### src/rtl/mmu_ap_decode.sv
module mmu_ap_decode (
  input  logic [2:0] ap_raw,
  input  logic       afe,
  input  logic       xperm,
  input  logic [1:0] rom_sys,
  input  logic       privileged,
  input  logic       is_write,
  output logic       abort,
  output logic       unpred
);
  logic [2:0] ap;
  logic       legacy_abort;

  always_comb begin
    ap = {ap_raw[2:1], ap_raw[0] | afe};

    // legacy AP 0 behaviour selected by the ROM/system pair
    unique case (rom_sys)
      2'd2:    legacy_abort = is_write;
      2'd1:    legacy_abort = is_write | ~privileged;
      default: legacy_abort = 1'b1;
    endcase

    unpred = 1'b0;
    abort  = 1'b1;
    if (ap[2]) begin
      if (ap[1]) abort = is_write;
      else if (ap[0]) abort = is_write | ~privileged;
      else begin
        unpred = 1'b1;
        abort  = 1'b0;
      end
    end else begin
      unique case (ap[1:0])
        2'd0: abort = xperm ? 1'b1 : legacy_abort;
        2'd1: abort = ~privileged;
        2'd2: abort = ~privileged & is_write;
        2'd3: abort = 1'b0;
      endcase
    end
  end
endmodule

### config.mk
export PLATFORM = sky130hd
export DESIGN_NAME = mmu_ap_decode
export DESIGN_NICKNAME = d
export VERILOG_FILES = /design/src/rtl/mmu_ap_decode.sv
export SDC_FILE = /design/constraint.sdc
export NUM_CORES = 1
export LEC_CHECK = 0
export BUFFER_PORTS_ARGS = -buffer_cell sky130_fd_sc_hd__buf_2
export CORE_AREA = 2 2 39 41
export DETAILED_ROUTE_END_ITERATION = 16
export DIE_AREA = 0 0 41 43
export PLACE_DENSITY = 0.35
export SETUP_SLACK_MARGIN = 0.3
export SLEW_MARGIN = 20
export SYNTH_ARGS = -nofsm -noshare
export SYNTH_HDL_FRONTEND = slang
export SYNTH_SLANG_ARGS = --single-unit
export TNS_END_PERCENT = 5
### constraint.sdc
create_clock -name vclk -period 3.4
set_input_delay 0.51 -clock vclk [all_inputs]
set_output_delay 0.51 -clock vclk [all_outputs]
set_load 0.03 [all_outputs]
==> metrics <==
routed wire length 293 um; count of different cell masters after synthesis 12; antenna cells 0; Overall Power 0.01824 mW; Synthesized Nets 26; IO Port Bufs 11; commonest cells after routing, fill and taps aside buf_2 (11), inv_1 (3), ha_1 (2); Critical Path Source rom_sys[0]; Max Fclk 455.0 MHz; Post-Place Cells 42; proportion of layout cells with a drive suffix above 1 42.31%; Hold Path Origin privileged; crit-path cells buf_2 -> ha_1 -> nor2b_1 -> o22a_1 -> o311ai_1 -> o221ai_1 -> buf_2; via count 133; Wirelength per Cell 6.976 um; chip height 43 um; Die Width 41 um; area post-placement 175.2 um2; CP max stage delay 0.23 ns; Worst setup EP type output port; Pwr per Cell Area 104.1 nW/um2; fin crit period 2.198 ns; layout overhead on the synthesized area 75.00%; status completed; Final Hold Violating Endpoints 0; Worst Path Max Fanout 2; # clk buffers 0; yosys warns 0; Setup Buffers After CTS 0; wire length of the first global-routing pass 407 um; post-synthesis sequential area ratio 0%; Initial DRC Count 2; WS Path Type in2out; grt total ovfl 0; DRC 0; num ports 11; NumNets Final 39; slowest CP cell o311ai_1; Setup TNS 0 ns; largest net degree at the start of global routing 4; FFs & Latches 0; vias in the first global route 108; Slew @ Worst Pin 0.3176 ns; Setup WS pre-CTS 1.177 ns; maximum VDD drop 0.00001935 V; most common cell after layout, fill and taps aside buf_2; Register Area 0 um2; hold buffers post-CTS 0; WP buf/inv 2; Critical Path AT 1.69 ns; worst hold path type in2out; Final period util 64.64%; antenna violations before repair 0; Hold WS 1.410 ns; Startpoint Class input port; Post-CTS Resized 0; leakage 0.09828 nW; most frequent CP cell buf_2; All-Layer GR Usage 2.997%; die area 1763 um2; RSZ-0062 raised after global routing no; Filler cells 166; Final Util 12.66%; row cnt 14; Placer Congestion 0.6815; design area 175.2 um2; CORE AREA 1384 um2; final setup vio count 0; max-cap viol count 0; initial core utilization 7.233%; router iterations before antenna repair 2; non-filler cells, final 42; post-route ant nets 0; Avg Vias per Cell 3.167; Setup WS post-layout 1.202 ns; Post-Syn Area 100.1 um2; Synth Instances 15; CP required 2.89 ns; slew margin rel. 78.66%; fin. max-slew vios 0; delay-heaviest family, CP compound AO/OA/AOI/OAI gates; Syn Area/Cell 6.673 um2
==> cells in the mapped netlist (all sizes together) <==
cell | n | area, um2
and2 | 1 | 6.260
ha | 2 | 25.02
inv | 3 | 11.26
nand2 | 1 | 3.750
nand3 | 1 | 5.000
nor2 | 1 | 3.750
nor2b | 1 | 6.260
nor3 | 1 | 5.000
o21a | 1 | 7.510
o221ai | 1 | 8.760
o22a | 1 | 8.760
o311ai | 1 | 8.760
==> metal layers <==
metal	wire length, um	share of wire [%]	global-route usage (%)	vias up
met5	0	0	0	-
met4	0	0	0	0
met3	41	14	0	0
met2	120	41	4.063	6
met1	131	45	5.380	49
li1	-	-	-	78
==> final timing paths <==
path / to / slack, ns / cells after the start
max: abort / 1.20 / 7
min: abort / 1.41 / 3
==> cell families (layout without fill, tap and decap cells) <==
group                    Yosys count  count (layout)  share of synthesized area [%]
AO/OA/AOI/OAI                      4               4                          33.76
adder cells (fa/ha/maj)            2               2                          25.00
buffers and inverters              3              14                          11.25
AND/OR/NAND/NOR                    6               6                          29.99
==> power by group <==
group,internal (mW),switching (mW)
combinational,0.00855,0.00969
clock,0,0
sequential,0,0
total,0.00855,0.00969
==> cell type report <==
| class | instances | area, um2 | area share (%) |
|---|---|---|---|
| Inverter | 3 | 11.26 | 6.429 |
| Multi-Input combinational cell | 12 | 88.84 | 50.71 |
| Tap cell | 16 | 20.02 | 11.43 |
| Timing Repair Buffer | 11 | 55.05 | 31.43 |
Power figures use the tool's default switching activity.
